===== src/rtl/dle_pkg.sv =====
package dle_pkg;
  localparam int WORD_W     = 32;
  localparam int DESC_WORDS = 8;
  localparam int IDX_W      = $clog2(DESC_WORDS);
  localparam int HOP_LO     = WORD_W - 8;

  // command word bit positions
  localparam int CMD_LINK = 0;
  localparam int CMD_IE   = 1;
  localparam int CMD_SZ   = 8;
  localparam int CMD_TINC = 22;
  localparam int CMD_SINC = 23;

  // status register bit positions
  localparam int STS_EN   = 0;
  localparam int STS_HALT = 2;
  localparam int STS_DONE = 3;
  localparam int STS_AERR = 4;
  localparam int STS_FMT  = 30;

  localparam logic [1:0] SEL_BASE   = 2'd0;
  localparam logic [1:0] SEL_STATUS = 2'd1;
  localparam logic [1:0] SEL_BELL   = 2'd2;

  localparam logic [WORD_W-1:0] REQ_AUTO = 32'd8;

  typedef enum logic [2:0] {
    ST_IDLE, ST_FETCH_RQ, ST_FETCH_CAP, ST_WAIT_EN, ST_XFER_RQ, ST_XFER_WR, ST_END
  } chanState_e;

  typedef struct packed {
    logic             startChain;
    logic             nextDesc;
    logic             capWord;
    logic [IDX_W-1:0] wordIdx;
    logic             dataRead;
    logic             advance;
  } dpCtl_t;
endpackage


===== src/rtl/dle_datapath.sv =====
module dle_datapath
  import dle_pkg::*;
#(
  parameter int ADDR_W = 32,
  parameter int CNT_W  = 24
) (
  input  logic               clk,
  input  logic               rst,
  input  dpCtl_t             ctl,
  input  logic               regWrEn,
  input  logic [1:0]         regSel,
  input  logic [WORD_W-1:0]  regWrData,
  input  logic [WORD_W-1:0]  memRdData,
  output logic [ADDR_W-1:0]  memRdAddr,
  output logic [ADDR_W-1:0]  memWrAddr,
  output logic [WORD_W-1:0]  memWrData,
  output logic [3:0]         memWrStrb,
  output logic [CNT_W-1:0]   remainCount,
  output logic               cntZero,
  output logic               alignErr,
  output logic               linkBit,
  output logic               ieBit,
  output logic               autoReq
);
  logic [ADDR_W-1:0] baseReg, curDesc, srcReg, dstReg;
  logic [WORD_W-1:0] cmdReg, reqReg;
  logic [CNT_W-1:0]  cntReg;
  logic [7:0]        hopReg;
  logic [2:0]        unitBytes;
  logic              sizeOk;
  logic [1:0]        unitMask;
  logic [ADDR_W-1:0] step;
  logic [WORD_W-1:0] laneData;

  always_comb begin
    sizeOk = 1'b1;
    case (cmdReg[CMD_SZ+2:CMD_SZ])
      3'd0:    unitBytes = 3'd4;
      3'd1:    unitBytes = 3'd1;
      3'd2:    unitBytes = 3'd2;
      default: begin unitBytes = 3'd4; sizeOk = 1'b0; end
    endcase
  end

  assign unitMask = 2'(unitBytes - 3'd1);
  assign step     = ADDR_W'(unitBytes);
  assign alignErr = !sizeOk || ((srcReg[1:0] & unitMask) != 2'd0)
                            || ((dstReg[1:0] & unitMask) != 2'd0);

  always_ff @(posedge clk) begin
    if (rst) begin
      baseReg <= '0; curDesc <= '0; srcReg <= '0; dstReg <= '0;
      cmdReg  <= '0; reqReg  <= '0; cntReg <= '0; hopReg <= '0;
    end else begin
      if (regWrEn && regSel == SEL_BASE) baseReg <= regWrData[ADDR_W-1:0];
      if (ctl.startChain)    curDesc <= baseReg;
      else if (ctl.nextDesc) curDesc <= baseReg + ADDR_W'({hopReg, 4'b0000});
      if (ctl.capWord) begin
        case (ctl.wordIdx)
          IDX_W'(0): cmdReg <= memRdData;
          IDX_W'(1): srcReg <= memRdData[ADDR_W-1:0];
          IDX_W'(2): dstReg <= memRdData[ADDR_W-1:0];
          IDX_W'(3): begin
            cntReg <= memRdData[CNT_W-1:0];
            hopReg <= memRdData[WORD_W-1:HOP_LO];
          end
          IDX_W'(5): reqReg <= memRdData;
          default: ;
        endcase
      end
      if (ctl.advance) begin
        cntReg <= cntReg - CNT_W'(1);
        if (cmdReg[CMD_SINC]) srcReg <= srcReg + step;
        if (cmdReg[CMD_TINC]) dstReg <= dstReg + step;
      end
    end
  end

  assign memRdAddr = ctl.dataRead ? {srcReg[ADDR_W-1:2], 2'b00}
                                  : curDesc + ADDR_W'({ctl.wordIdx, 2'b00});
  assign memWrAddr = {dstReg[ADDR_W-1:2], 2'b00};
  assign laneData  = memRdData >> {srcReg[1:0], 3'b000};
  assign memWrData = laneData << {dstReg[1:0], 3'b000};

  always_comb begin
    case (unitBytes)
      3'd1:    memWrStrb = 4'b0001 << dstReg[1:0];
      3'd2:    memWrStrb = 4'b0011 << dstReg[1:0];
      default: memWrStrb = 4'b1111;
    endcase
  end

  assign remainCount = cntReg;
  assign cntZero     = (cntReg == '0);
  assign linkBit     = cmdReg[CMD_LINK];
  assign ieBit       = cmdReg[CMD_IE];
  assign autoReq     = (reqReg == REQ_AUTO);
endmodule


===== src/rtl/dle_ctrl.sv =====
module dle_ctrl
  import dle_pkg::*;
(
  input  logic              clk,
  input  logic              rst,
  input  logic              regWrEn,
  input  logic [1:0]        regSel,
  input  logic [WORD_W-1:0] regWrData,
  input  logic              periphReq,
  input  logic              cntZero,
  input  logic              alignErr,
  input  logic              linkBit,
  input  logic              ieBit,
  input  logic              autoReq,
  output dpCtl_t            ctl,
  output logic              memRdEn,
  output logic              memWrEn,
  output logic [WORD_W-1:0] statusOut,
  output logic              irq
);
  localparam logic [IDX_W-1:0] LAST_IDX = IDX_W'(DESC_WORDS - 1);

  chanState_e state, nextState;
  logic [IDX_W-1:0] idx;
  logic en, halt, done, aerr, fmt, ieDone;
  logic statusWr, abort, bellHit, setErr, setDone;
  logic keepHalt, keepDone, keepAerr;

  assign statusWr = regWrEn && regSel == SEL_STATUS;
  assign abort    = statusWr && !regWrData[STS_EN];
  assign bellHit  = regWrEn && regSel == SEL_BELL && regWrData[0] && state == ST_IDLE;
  assign setErr   = state == ST_WAIT_EN && en && alignErr && !abort;
  assign setDone  = state == ST_END && !linkBit && !abort;
  assign keepHalt = !statusWr || regWrData[STS_HALT];
  assign keepDone = !statusWr || regWrData[STS_DONE];
  assign keepAerr = !statusWr || regWrData[STS_AERR];

  always_comb begin
    ctl         = '0;
    ctl.wordIdx = idx;
    memRdEn     = 1'b0;
    memWrEn     = 1'b0;
    nextState   = state;
    case (state)
      ST_IDLE: if (bellHit) begin ctl.startChain = 1'b1; nextState = ST_FETCH_RQ; end
      ST_FETCH_RQ: begin memRdEn = 1'b1; nextState = ST_FETCH_CAP; end
      ST_FETCH_CAP: begin
        ctl.capWord = 1'b1;
        nextState   = (idx == LAST_IDX) ? ST_WAIT_EN : ST_FETCH_RQ;
      end
      ST_WAIT_EN: if (en) nextState = alignErr ? ST_IDLE : ST_XFER_RQ;
      ST_XFER_RQ: begin
        if (cntZero) nextState = ST_END;
        else if (autoReq || periphReq) begin
          memRdEn = 1'b1; ctl.dataRead = 1'b1; nextState = ST_XFER_WR;
        end
      end
      ST_XFER_WR: begin memWrEn = 1'b1; ctl.advance = 1'b1; nextState = ST_XFER_RQ; end
      ST_END: begin
        if (linkBit) begin ctl.nextDesc = 1'b1; nextState = ST_FETCH_RQ; end
        else nextState = ST_IDLE;
      end
      default: nextState = ST_IDLE;
    endcase
    if (abort) nextState = ST_IDLE;
  end

  always_ff @(posedge clk) begin
    if (rst) begin
      state <= ST_IDLE; idx <= '0;
      en <= 1'b0; halt <= 1'b0; done <= 1'b0; aerr <= 1'b0; fmt <= 1'b0; ieDone <= 1'b0;
    end else begin
      state <= nextState;
      if (ctl.startChain || ctl.nextDesc) idx <= '0;
      else if (ctl.capWord)               idx <= idx + IDX_W'(1);
      if (statusWr) begin
        en  <= regWrData[STS_EN];
        fmt <= regWrData[STS_FMT];
      end
      halt   <= (halt & keepHalt & !bellHit) | setErr;
      aerr   <= (aerr & keepAerr & !bellHit) | setErr;
      done   <= (done & keepDone & !bellHit) | setDone;
      ieDone <= setDone ? ieBit : (ieDone & keepDone & !bellHit);
    end
  end

  always_comb begin
    statusOut           = '0;
    statusOut[STS_EN]   = en;
    statusOut[STS_HALT] = halt;
    statusOut[STS_DONE] = done;
    statusOut[STS_AERR] = aerr;
    statusOut[STS_FMT]  = fmt;
  end

  assign irq = done & ieDone;
endmodule


===== src/rtl/dma_link_engine.sv =====
module dma_link_engine
  import dle_pkg::*;
#(
  parameter int ADDR_W = 32,
  parameter int CNT_W  = 24
) (
  input  logic              clk,
  input  logic              rst,
  input  logic              regWrEn,
  input  logic [1:0]        regSel,
  input  logic [31:0]       regWrData,
  output logic [31:0]       statusOut,
  output logic [CNT_W-1:0]  remainCount,
  output logic              irq,
  input  logic              periphReq,
  output logic              memRdEn,
  output logic [ADDR_W-1:0] memRdAddr,
  input  logic [31:0]       memRdData,
  output logic              memWrEn,
  output logic [ADDR_W-1:0] memWrAddr,
  output logic [31:0]       memWrData,
  output logic [3:0]        memWrStrb
);
  dpCtl_t ctl;
  logic cntZero, alignErr, linkBit, ieBit, autoReq;

  dle_ctrl u_ctrl (
    .clk(clk), .rst(rst), .regWrEn(regWrEn), .regSel(regSel), .regWrData(regWrData),
    .periphReq(periphReq), .cntZero(cntZero), .alignErr(alignErr), .linkBit(linkBit),
    .ieBit(ieBit), .autoReq(autoReq), .ctl(ctl), .memRdEn(memRdEn), .memWrEn(memWrEn),
    .statusOut(statusOut), .irq(irq)
  );

  dle_datapath #(.ADDR_W(ADDR_W), .CNT_W(CNT_W)) u_dp (
    .clk(clk), .rst(rst), .ctl(ctl), .regWrEn(regWrEn), .regSel(regSel),
    .regWrData(regWrData), .memRdData(memRdData), .memRdAddr(memRdAddr),
    .memWrAddr(memWrAddr), .memWrData(memWrData), .memWrStrb(memWrStrb),
    .remainCount(remainCount), .cntZero(cntZero), .alignErr(alignErr),
    .linkBit(linkBit), .ieBit(ieBit), .autoReq(autoReq)
  );
endmodule


===== config.mk =====
export PLATFORM = sky130hd
export DESIGN_NAME = dma_link_engine
export DESIGN_NICKNAME = d
export VERILOG_FILES = /design/src/rtl/dle_pkg.sv /design/src/rtl/dle_datapath.sv /design/src/rtl/dle_ctrl.sv /design/src/rtl/dma_link_engine.sv
export SDC_FILE = /design/constraint.sdc
export NUM_CORES = 1
export LEC_CHECK = 0
export ABC_CLOCK_PERIOD_IN_PS = 9300
export BUFFER_PORTS_ARGS = -buffer_cell sky130_fd_sc_hd__buf_2
export CORE_MARGIN = 2
export CORE_UTILIZATION = 40
export CTS_CLUSTER_DIAMETER = 60
export DETAILED_ROUTE_END_ITERATION = 8
export PLACE_DENSITY_LB_ADDON = 0.08
export RECOVER_POWER = 25
export SETUP_SLACK_MARGIN = 0.2
export SYNTH_ARGS = -nofsm -noshare
export SYNTH_HDL_FRONTEND = slang
export SYNTH_HIERARCHICAL = 1
export SYNTH_SLANG_ARGS = --single-unit

===== constraint.sdc =====
create_clock -name clk -period 9.3 [get_ports clk]
set_clock_uncertainty 0.2 [all_clocks]
set_input_delay 0.93 -clock clk [delete_from_list [all_inputs] [get_ports clk]]
set_output_delay 0.93 -clock clk [all_outputs]
set_load 0.01 [all_outputs]

=== After elaboration in Yosys (flattened, before gate mapping) ===
Index checks and enable logic that the tools add are counted.
W data, S select, Z words.

* Reductions and logical operators: 42
* Shift-type cells: 4
* Mux-type cells: 36
* Bitwise logic cells: 14
* $add $sub $neg: 7
* Equal/unequal tests: 21

{| class="wikitable"
|+ Operators with widths
! cell !! number
|-
| $mux W32 || 11
|-
| $mux W24 || 3
|-
| $add A32 B3 Y32 || 2
|-
| $add A32 B12 Y32 || 1
|-
| $add A32 B5 Y32 || 1
|-
| $eq A32 B4 Y1 const B || 1
|-
| $shl A32 B5 Y32 || 1
|-
| $shr A32 B5 Y32 || 1
|-
| $logic_not A24 Y1 || 1
|-
| $sub A24 B1 Y24 const B || 1
|-
| $pmux W3 S7 || 1
|-
| $eq A3 B2 Y1 const B || 6
|-
| $eq A3 B3 Y1 const B || 5
|-
| $mux W3 || 5
|-
| $eq A3 B1 Y1 const B || 4
|-
| $mux W1 || 12
|-
| $logic_and A1 B1 Y1 || 11
|-
| $reduce_bool A2 Y1 || 5
|-
| $and A1 B1 Y1 || 9
|-
| $logic_not A3 Y1 || 3
|-
| $pmux W4 S2 || 1
|-
| $reduce_and A2 Y1 || 4
|-
| $logic_or A1 B1 Y1 || 7
|-
| $logic_not A1 Y1 || 6
|-
| 17 further kinds || 22
|}

* Register bits: 228
* Output and inout bits: 159

=== Depth between registers and ports, before layout ===
Gate-level depths: netlist of the first run.

* Word-level depth: 10
* Gate-level depth with buffers: 12

=== Modules after synthesis ===
Netlist of the first run, hierarchy kept.

{| class="wikitable"
|+ Modules (own cells, without submodules)
! module !! area each (sq um) !! seq. area each (sq um) !! cells each !! instances
|-
| dle_datapath || 12105.4 || 3983.8 || 1608 || 1
|-
| dle_ctrl || 1004.7 || 240.2 || 112 || 1
|}

=== Worst setup path after synthesis of the first run ===
OpenSTA, ideal clock, no wires.

* Kind: register to output
* From: register u_dp.cntReg[4] (netlist: u_dp/remainCount[4])
* To: output memRdAddr[26]
* Stages on the path, launching flop included: 9
* Buffers on the path: 2
* Data arrival time: 2.752 ns
* Path slack: 5.418 ns
* Data required time: 8.170 ns
* Cells stage by stage: dfxtp_1 nor4_1 nand3_1 or3_1 nor4_1 nor4_2 clkbuf_1 clkbuf_1 o21ai_0

{| class="wikitable"
|+ RTL lines
! element !! RTL line !! source
|-
| start, declared || dle_datapath.sv:27 || <nowiki>logic [CNT_W-1:0] cntReg;</nowiki>
|-
| start signal, assigned || dle_datapath.sv:64 || <nowiki>cntReg <= memRdData[CNT_W-1:0];</nowiki>
|-
| start signal, assigned || dle_datapath.sv:72 || <nowiki>cntReg <= cntReg - CNT_W'(1);</nowiki>
|-
| end, declared || dma_link_engine.sv:17 || <nowiki>output logic [ADDR_W-1:0] memRdAddr,</nowiki>
|}

==> results.yml, run 1 <==
synth:
  yosysSeqAreaShare_pct: 32.2
  syn_inst: 1720
  synth_edf_count: 0
  ys_async_sr_fraction_pct: 0
  synth_cell_types: 85
  ys_seq_elements: 211
  synthFlopType: "dfxtp_1"
  syn_area_per_cell_um2: 7.62
  syn_area_mm2: 0.0131
  ys_warn_count: 6
min_path:
  hp-class: "register to register"
  min_from: "u_dp/reqReg[3]$_SDFFE_PP0P_"
setup_path:
  critPathMaxFanout: 77
  critPathCapture: "u_dp/srcReg[22]$_SDFF_PP0_"
  max_stage_delay_ns: 2.59
  worstPathRequired_ns: 9.52
  arrival_ns: 6.59
  r2r_start: "u_ctrl/state[0]$_SDFFE_PP0P_"
  crit_type: "input pin to register"
  critPathSlowestCell: "clkbuf_1"
  start_kind: "input pin"
  crit_cells: 5
  path_cells: "clkbuf_1 > clkbuf_1 > o21bai_1 > a31oi_1 > o31a_1"
  crit_top_cell: "clkbuf_1"
  critPathTopFamily: "buffers and inverters"
  reg2reg_slack_ns: 5.48
  rr_worst_depth: 6
  r2r_end: "u_dp/dstReg[23]$_SDFF_PP0_"
  startpoint: "rst"
  crit_buf_inv: 2
  cp-end-kind: "register"
finish:
  nFillCells: 3402
  syn2layout_area_growth_pct: 13.8
  drive_gt1_share_pct: 14.6
  fin_nets: 1916
  fin_cells: 2284
  fin_util_pct: 46.1
  postLayoutCellArea_mm2: 0.0149
die:
  die-area_mm2: 0.0342
  die_h_um: 185
  num_rows: 66
  initial_core_util_pct: 40.5
  die_x_um: 185
  io_pins: 229
  fp.coreArea_mm2: 0.0324
cts:
  clock_sinks: 211
  htreeDepth: 1
  cts_buffers: 29
  cts_buffer_depth: 3
  hold_buffers: 0
  ctsResizeCount: 0
  clk_pin_slew_ns: 0.06
  post_cts.repair.setup_buffers: 0
  cts-root-buf: "clkbuf_16"
  cts_tree: "built"
  clkLatencyLatePin_ns: 0.55
flow_run:
  cap_violations: 3
timing:
  setup_viol: 0
  tns_ns: 0
  rsz0062_at_grt: "false"
  fin_ws_ns: 2.93
  slew_headroom_pct: -133
  hold_ws_ns: 0.255
  tightest_slew_ns: 3.50
  max_freq_mhz: 157
  hold_viol: 0
  finalCritPeriodShare_pct: 68.5
  period_minus_slack_ns: 6.37
  final-max-slew-violation-count: 211
placed_design:
  globalplace.congestion: 0.865
  placed_area_mm2: 0.0140
  placedCellCount: 2229
  port_buffers: 199
  detailedPlace.worstSlack_ns: 4.85
  place_hpwl_um: 31000
grt:
  antenna_found_initial: 2
  grtUsageTotal_pct: 25.3
  grt_max_degree: 78
  gr-total-overflow: 0
  grt_pass1_wl_um: 68100
  grt_pass1_vias: 11500
routing:
  wl_per_cell_um: 19.4
  viasPerCell: 5.64
  drtAntennaViolNets: 0
  first_pass_iters: 7
  route.detailed.drc: 0
  via_count: 12900
  wirelength_um: 44200
  drtIter0Drc: 992
pwr:
  max-vdd-ir-drop_mv: 0.140
  p_per_area_mw_per_mm2: 151
  leakagePower_nw: 5.47
  fin_total_pwr_mw: 2.25
outcome:
  violations: "capacitance limit, slew limit"
  outcome: "finished with violations"
worst reg2reg max path, delay by kind of cell (launching register included):
family / cells / cell delay, ns
DFF: 1 / 0.64
and+or+nand+nor: 6 / 2.75
per-layer routing:
metal	part of all wire, %	up-vias	routed length, um	track usage [%]
met5	0	-	0	0
met4	2.8	0	1250	8.13
met3	6.7	77	2970	3.52
met2	43	436	19000	38.8
met1	47	6020	20900	36.5
li1	-	6340	-	-
registers in the layout (all words and copies together), names as in the netlist:
name and flops:
u_ctrl/halt 1, u_ctrl/fmt 1, u_dp/baseReg 32, u_ctrl/ieDone 1, u_ctrl/aerr 1, u_ctrl/idx 3, u_dp/remainCount 24, u_ctrl/done 1
u_dp/cmdReg 7, u_dp/curDesc 32, u_dp/srcReg 32, u_ctrl/en 1, u_ctrl/state 3, u_dp/dstReg 32, u_dp/reqReg 32, u_dp/hopReg 8
layout make-up:
| type | instances | area (um^2) | area share, % |
|---|---|---|---|
| Antenna cell | 1 | 2.50 | 0.0168 |
| Clock buffer | 37 | 786 | 5.27 |
| Clock inverter | 17 | 225 | 1.51 |
| Inverter | 26 | 97.6 | 0.654 |
| Multi-Input combinational cell | 1338 | 8000 | 53.6 |
| Sequential cell | 211 | 4220 | 28.3 |
| Tap cell | 442 | 553 | 3.71 |
| Timing Repair Buffer | 212 | 1030 | 6.94 |
logic make-up (layout without fill, tap and decap cells):
group	after synthesis	count (layout)	share of synthesized area (%)
xor gates and xnor gates	59	59	3.94
buffers and inverters	198	292	7.68
muxes	55	55	4.39
AOI/OAI and AO/OA	437	437	21.4
other	2	30	0.0573
and+or+nand+nor	730	730	27.4
adders and majority gates	28	28	2.90
DFF	211	211	32.2
power breakdown:
part           switching (mW)  internal, mW  leakage [nW]
sequential             0.0131         0.914          1.70
combinational           0.104        0.0490          3.27
clock                   0.435         0.736         0.504
total                   0.552          1.70          5.47
synthesized netlist by cell type (17+ instances only):
| master | number | share of area, % |
|---|---|---|
| a31oi_1 | 23 | 1.1 |
| nand2_1 | 276 | 7.9 |
| clkbuf_1 | 86 | 2.5 |
| inv_1 | 26 | 0.74 |
| nor4_1 | 36 | 1.7 |
| a21oi_1 | 157 | 6.0 |
| o211ai_1 | 23 | 1.3 |
| dfxtp_1 | 211 | 32 |
| nor2b_1 | 18 | 0.86 |
| nand4_1 | 44 | 2.1 |
| o21ai_0 | 66 | 2.5 |
| nor3_1 | 37 | 1.4 |
| buf_4 | 67 | 3.8 |
| and3_1 | 20 | 0.95 |
| mux2i_1 | 35 | 2.7 |
| a211oi_1 | 52 | 3.0 |
| a221oi_1 | 17 | 1.1 |
| xor2_1 | 39 | 2.6 |
| nand3_1 | 41 | 1.6 |
| mux2_2 | 20 | 1.7 |
| or3_1 | 20 | 0.95 |
| ha_1 | 24 | 2.3 |
| nor2_1 | 144 | 4.1 |
| xnor2_1 | 20 | 1.3 |
worst min-delay path by stage:
stage                                   end  slack [ns]  cells past startpoint
3_3_place_gp   u_dp/reqReg[14]$_SDFFE_PP0P_        0.24                      2
6_report        u_dp/reqReg[3]$_SDFFE_PP0P_        0.25                      2
5_1_grt        u_dp/curDesc[1]$_SDFFE_PP0P_        0.27                      2
2_1_floorplan  u_dp/curDesc[0]$_SDFFE_PP0P_        0.23                      2
4_1_cts        u_dp/curDesc[1]$_SDFFE_PP0P_        0.25                      2
3_5_place_dp   u_dp/curDesc[1]$_SDFFE_PP0P_        0.25                      2
cells in the final DEF (no fill, tap or decap), types with 24 or more instances in the layout:
master       n
a211oi_1    52
a21oi_1    157
buf_2      158
clkbuf_1    48
clkbuf_16   29
conb_1      29
dfxtp_1    211
ha_1        24
inv_1       26
mux2i_1     35
nand2_1    276
nand3_1     41
nand4_1     44
nor2_1     144
nor3_1      37
nor4_1      36
o211ai_1    24
o21ai_0     67
xor2_1      39
Note: power is estimated with default switching activity, not from simulation.
==> run 2, diff against run 1 <==
--- a/config.mk
+++ b/config.mk
@@ -5,7 +5,8 @@
 export SDC_FILE = /design/constraint.sdc
 export NUM_CORES = 1
 export LEC_CHECK = 0
-export ABC_CLOCK_PERIOD_IN_PS = 9300
+export ABC_AREA = 1
+export ABC_CLOCK_PERIOD_IN_PS = 5280
 export BUFFER_PORTS_ARGS = -buffer_cell sky130_fd_sc_hd__buf_2
 export CORE_MARGIN = 2
 export CORE_UTILIZATION = 40
==> constraint.sdc (replaced) <==
create_clock -name clk -period 5.28 [get_ports clk]
set_clock_uncertainty 0.2 [all_clocks]
set_input_delay 0.528 -clock clk [delete_from_list [all_inputs] [get_ports clk]]
set_output_delay 0.528 -clock clk [all_outputs]
set_load 0.01 [all_outputs]
==> results.yml, run 2 <==
routing:
  wirelength_um: 58100
  drtAntennaViolNets: 0
  route.detailed.drc: 0
  wl_per_cell_um: 19.0
  via_count: 16600
  first_pass_iters: 5
  drtIter0Drc: 1550
  viasPerCell: 5.42
synth:
  synth_cell_types: 51
  ys_warn_count: 6
  yosysSeqAreaShare_pct: 28.3
  yosysTopAreaCell: "dfxtp_1"
  synthFlopType: "dfxtp_1"
  synth_edf_count: 0
  syn_inst: 2462
  yosys.area.top_type_share_pct: 28.3
  ys_seq_elements: 211
  syn_area_mm2: 0.0149
  ys_async_sr_fraction_pct: 0
  synth.most_common_cell: "nand2_1"
  synth_common_cells: "464 x nand2_1, 335 x inv_1, 294 x nor2_1"
  synthTopCellsByArea: "dfxtp_1 28%, nand2_1 12%, o21ai_0 9.7%, inv_1 8.4%, a21oi_1 7.9%"
  syn_area_per_cell_um2: 6.07
placed_design:
  port_buffers: 199
  placed_area_mm2: 0.0158
  globalplace.congestion: 0.935
  place_hpwl_um: 43800
setup_path:
  crit_top_cell: "inv_1"
  critPathSlowestCell: "nor4_1"
  worstPathRequired_ns: 4.55
  arrival_ns: 3.69
  start_kind: "register"
  crit_type: "register to primary output"
  crit_buf_inv: 6
  critPathTopFamily: "simple AND/OR/NAND/NOR gates"
  cp-end-kind: "primary output"
  rr_worst_depth: 10
  path_cells: "inv_1 > ha_1 > nand3_1 > nor2_1 > nand2_1 > inv_1 > nand3_1 > nor4_1 > nand3b_1 > nor2_2 > buf_4 > inv_1 > buf_4 > o21ai_0 > a21oi_1 > a21oi_1 > buf_2"
  critPathMaxFanout: 41
  max_stage_delay_ns: 0.37
  crit_cells: 17
min_path:
  hold_depth: 3
  hp-class: "input pin to register"
timing:
  hold_ws_ns: 0.0285
  setup_viol: 0
  tightest_slew_ns: 3.27
  finalCritPeriodShare_pct: 83.8
  max_freq_mhz: 226
  final-max-slew-violation-count: 132
  hold_viol: 0
  slew_headroom_pct: -118
  tns_ns: 0
  rsz0062_at_grt: "false"
  period_minus_slack_ns: 4.42
finish:
  fin_nets: 2668
  nFillCells: 4006
  postLayoutCellArea_mm2: 0.0168
  diodes: 0
  syn2layout_area_growth_pct: 12.3
  drive_gt1_share_pct: 10.1
  layout_common_cells: "464 x nand2_1, 334 x inv_1, 292 x nor2_1, 291 x o21ai_0, 237 x a21oi_1"
  final_common_cell: "nand2_1"
grt:
  antenna_found_initial: 1
  use_met2_pct: 42.7
  use_met1_pct: 43.6
  use_met3_pct: 4.32
  top_usage_layer: "met1"
  grt_max_degree: 74
  gr-total-overflow: 0
  grt_pass1_wl_um: 87600
  grt_pass1_vias: 14800
  grtUsageTotal_pct: 29.0
cts:
  cts_tree: "built"
  ctsResizeCount: 0
  htreeDepth: 1
  clock_sinks: 211
  cts_buffer_depth: 3
  clk_pin_slew_ns: 0.06
  cts-root-buf: "clkbuf_16"
  cts_buffers: 30
  hold_buffers: 0
  clkLatencyLatePin_ns: 0.58
  post_cts.repair.setup_buffers: 0
outcome:
  violations: "capacitance limit, slew limit"
  outcome: "finished with violations"
die:
  die_h_um: 197
  fp.coreArea_mm2: 0.0367
  die_x_um: 197
  num_rows: 70
  die-area_mm2: 0.0389
  initial_core_util_pct: 40.7
  io_pins: 229
pwr:
  p_per_area_mw_per_mm2: 241
  max-vdd-ir-drop_mv: 0.221
  leakagePower_nw: 7.31
flow_run:
  cap_violations: 2
## run 2: cells by family (layout without fill, tap and decap cells)
family                   after synthesis  after routing  share of synthesized area [%]
adder cells (fa/ha/maj)               28             28                           2.55
AND/OR/NAND/NOR                     1073           1073                           31.3
flip-flops                           211            211                           28.3
AO/OA/AOI/OAI                        611            611                           21.5
XOR/XNOR                              26             26                           1.52
other                                  2             29                         0.0503
buffers and inverters                511            616                           14.8
## run 2: worst paths after layout
check / start / endpoint / slack, ns
max: u_dp/remainCount[0]$_SDFFE_PP0P_ / memRdAddr[9] / 0.86
min: regWrData[12] / u_dp/baseReg[12]$_SDFFE_PP0P_ / 0.03
max reg2reg: u_ctrl/state[0]$_SDFFE_PP0P_ / u_dp/remainCount[13]$_SDFFE_PP0P_ / 1.97
min reg2reg: u_dp/reqReg[31]$_SDFFE_PP0P_ / u_dp/reqReg[31]$_SDFFE_PP0P_ / 0.25
## run 2: worst min-delay path, cell delays in order
cell and delay [ns]:
buf_2 0.08, o21ai_0 0.07, nor2_1 0.08
## run 2: power breakdown
group | total [mW] | leakage (nW) | internal, mW | switching [mW]
logic | 0.329 | 5.10 | 0.0969 | 0.232
registers | 1.65 | 1.71 | 1.62 | 0.0317
clock network | 2.07 | 0.508 | 1.25 | 0.818
## run 2: area by class of cell
type / count / area (um^2) / share of cell area, %
clock buffers: 39 / 856 / 5.10
clock inverters: 17 / 171 / 1.02
inverters: 347 / 1300 / 7.77
multi-input cells: 1767 / 8620 / 51.3
flip-flops and latches: 211 / 4220 / 25.2
well taps: 468 / 586 / 3.49
repair buffers: 213 / 1020 / 6.09
## run 2: metrics by stage
stage | utilization, % | std cells | setup slack (ns) | power [mW]
2_1_floorplan | - | 2489 | 2.23 | 1.87
3_3_place_gp | 43.1 | 3006 | 1.56 | 2.01
3_5_place_dp | 43.1 | 3006 | 1.48 | 2.01
4_1_cts | 45.9 | 3062 | 0.842 | 4.08
5_1_grt | 45.7 | 3062 | 0.587 | 4.19
6_report | 45.7 | 3062 | 0.857 | 4.05
## run 2: metal layers
layer	up-vias	routed length, um
met5	-	0
met4	0	1390
met3	80	4700
met2	635	24200
li1	8202	-
met1	7671	27800
==> run 3, diff against run 2 <==
--- a/config.mk
+++ b/config.mk
@@ -6,7 +6,7 @@
 export NUM_CORES = 1
 export LEC_CHECK = 0
 export ABC_AREA = 1
-export ABC_CLOCK_PERIOD_IN_PS = 5280
+export ABC_CLOCK_PERIOD_IN_PS = 4500
 export BUFFER_PORTS_ARGS = -buffer_cell sky130_fd_sc_hd__buf_2
 export CORE_MARGIN = 2
 export CORE_UTILIZATION = 40
==> constraint.sdc (replaced) <==
create_clock -name clk -period 4.5 [get_ports clk]
set_clock_uncertainty 0.2 [all_clocks]
set_input_delay 0.45 -clock clk [delete_from_list [all_inputs] [get_ports clk]]
set_output_delay 0.45 -clock clk [all_outputs]
set_load 0.01 [all_outputs]
==> results.yml, run 3 (synthesized netlist as in run 2, its figures left out) <==
min_path:
  min_from: "regWrData[30]"
  hp-class: "input pin to register"
setup_path:
  start_kind: "register"
  crit_top_cell: "inv_1"
  crit_type: "register to primary output"
  critPathTopFamily: "simple AND/OR/NAND/NOR gates"
  r2r_start: "u_ctrl/state[2]$_SDFFE_PP0P_"
  critPathMaxFanout: 41
  path_cells: "inv_1 > ha_1 > nand3_1 > nor2_1 > nand2_1 > inv_1 > nand3_1 > nor4_2 > nand3b_1 > nor2_2 > inv_1 > buf_4 > o21ai_0 > o22ai_1 > buf_2"
  arrival_ns: 3.31
  crit_buf_inv: 5
  worstPathRequired_ns: 3.85
  max_stage_delay_ns: 0.35
  cp-end-kind: "primary output"
  critPathSlowestCell: "buf_4"
  startpoint: "u_dp/remainCount[0]$_SDFFE_PP0P_"
timing:
  rsz0062_at_grt: "false"
  finalCritPeriodShare_pct: 88.0
  max_freq_mhz: 253
  tns_ns: 0
  final-max-slew-violation-count: 58
  slew_headroom_pct: -115
  tightest_slew_ns: 3.22
  setup_viol: 0
  period_minus_slack_ns: 3.96
  hold_viol: 0
finish:
  final_common_cell: "nand2_1"
  fin_nets: 2703
  drive_gt1_share_pct: 10.1
  nFillCells: 4001
  layout_common_cells: "464 x nand2_1, 334 x inv_1, 292 x nor2_1, 291 x o21ai_0, 237 x a21oi_1"
  postLayoutCellArea_mm2: 0.0171
  fin_cells: 3093
  syn2layout_area_growth_pct: 14.6
  fin_util_pct: 46.6
die:
  die_x_um: 197
  die_h_um: 197
  die-area_mm2: 0.0389
  fp.coreArea_mm2: 0.0367
  initial_core_util_pct: 40.7
  io_pins: 229
  num_rows: 70
routing:
  route.detailed.drc: 0
  drtAntennaViolNets: 0
  via_count: 16800
  drtIter0Drc: 1555
  viasPerCell: 5.43
  first_pass_iters: 5
  wirelength_um: 58500
  wl_per_cell_um: 18.9
grt:
  grtUsageTotal_pct: 29.2
  grt_max_degree: 68
  antenna_found_initial: 1
  gr-total-overflow: 0
  grt_pass1_vias: 14900
  grt_pass1_wl_um: 88500
cts:
  cts_buffer_depth: 3
  clock_sinks: 211
  cts-root-buf: "clkbuf_16"
  htreeDepth: 1
  cts_tree: "built"
  cts_buffers: 31
  clk_pin_slew_ns: 0.06
  clkLatencyLatePin_ns: 0.57
pwr:
  p_per_area_mw_per_mm2: 279
  max-vdd-ir-drop_mv: 0.311
  leakagePower_nw: 7.48
placed_design:
  port_buffers: 199
  globalplace.congestion: 0.937
  placedCellCount: 3008
  place_hpwl_um: 44200
  placed_area_mm2: 0.0158
outcome:
  violations: "capacitance limit, slew limit"
  outcome: "finished with violations"
flow_run:
  cap_violations: 1
## run 3: area by class of cell
cell class,instances,area (um^2),area share (%)
multi-input combinational,1767,8620,50.4
sequential,211,4220,24.7
timing repair buffer,247,1360,7.97
inverter,347,1300,7.62
clock buffer,38,842,4.92
tap,468,586,3.42
clock inverter,14,175,1.02
antenna,1,2.50,0.0146
## run 3: metal layers
layer | up-vias | part of all wire [%] | track usage, %
met5 | - | 0 | 0
met4 | 0 | 2.3 | 7.46
met3 | 80 | 8.0 | 4.56
met2 | 678 | 42 | 42.9
met1 | 7756 | 48 | 44.1
li1 | 8271 | - | -
## run 3: final timing paths
path	end	slack (ns)	cells past startpoint
worst min register to register	u_ctrl/fmt$_SDFFE_PP0P_	0.25	2
worst max register to register	u_dp/srcReg[3]$_SDFF_PP0_	1.34	9
worst min-delay path	u_ctrl/fmt$_SDFFE_PP0P_	0.02	3
worst max-delay path	memRdAddr[16]	0.54	15
## run 3: worst register-to-register path, delay by kind of cell (launching register included)
kind	cells	cell delay, ns
flops	1	0.52
simple gates	3	0.32
buf+inv	4	1.48
compound gates	2	0.41
## run 3: timing repair
item | in CTS | in global routing
endpoints found under the setup margin | 0 | 7
hold buffers | 32 | 0
hold endpoints to repair | 32 | 0
resized for setup | 0 | 1
setup buffers | 0 | 0
## run 3: through the flow
stage               power (mW)  setup WS (ns)  hold WS [ns]
floorplan                 2.19           1.52         0.223
global placement          2.35           1.07         0.232
detailed placement        2.36           1.02         0.236
CTS                       4.81          0.424      0.000322
global route              4.94          0.229        0.0174
finish                    4.77          0.542        0.0161
## run 3: power breakdown
group | internal, mW | switching [mW]
clock | 1.49 | 0.934
combinational | 0.130 | 0.275
sequential | 1.90 | 0.0372
total | 3.52 | 1.25
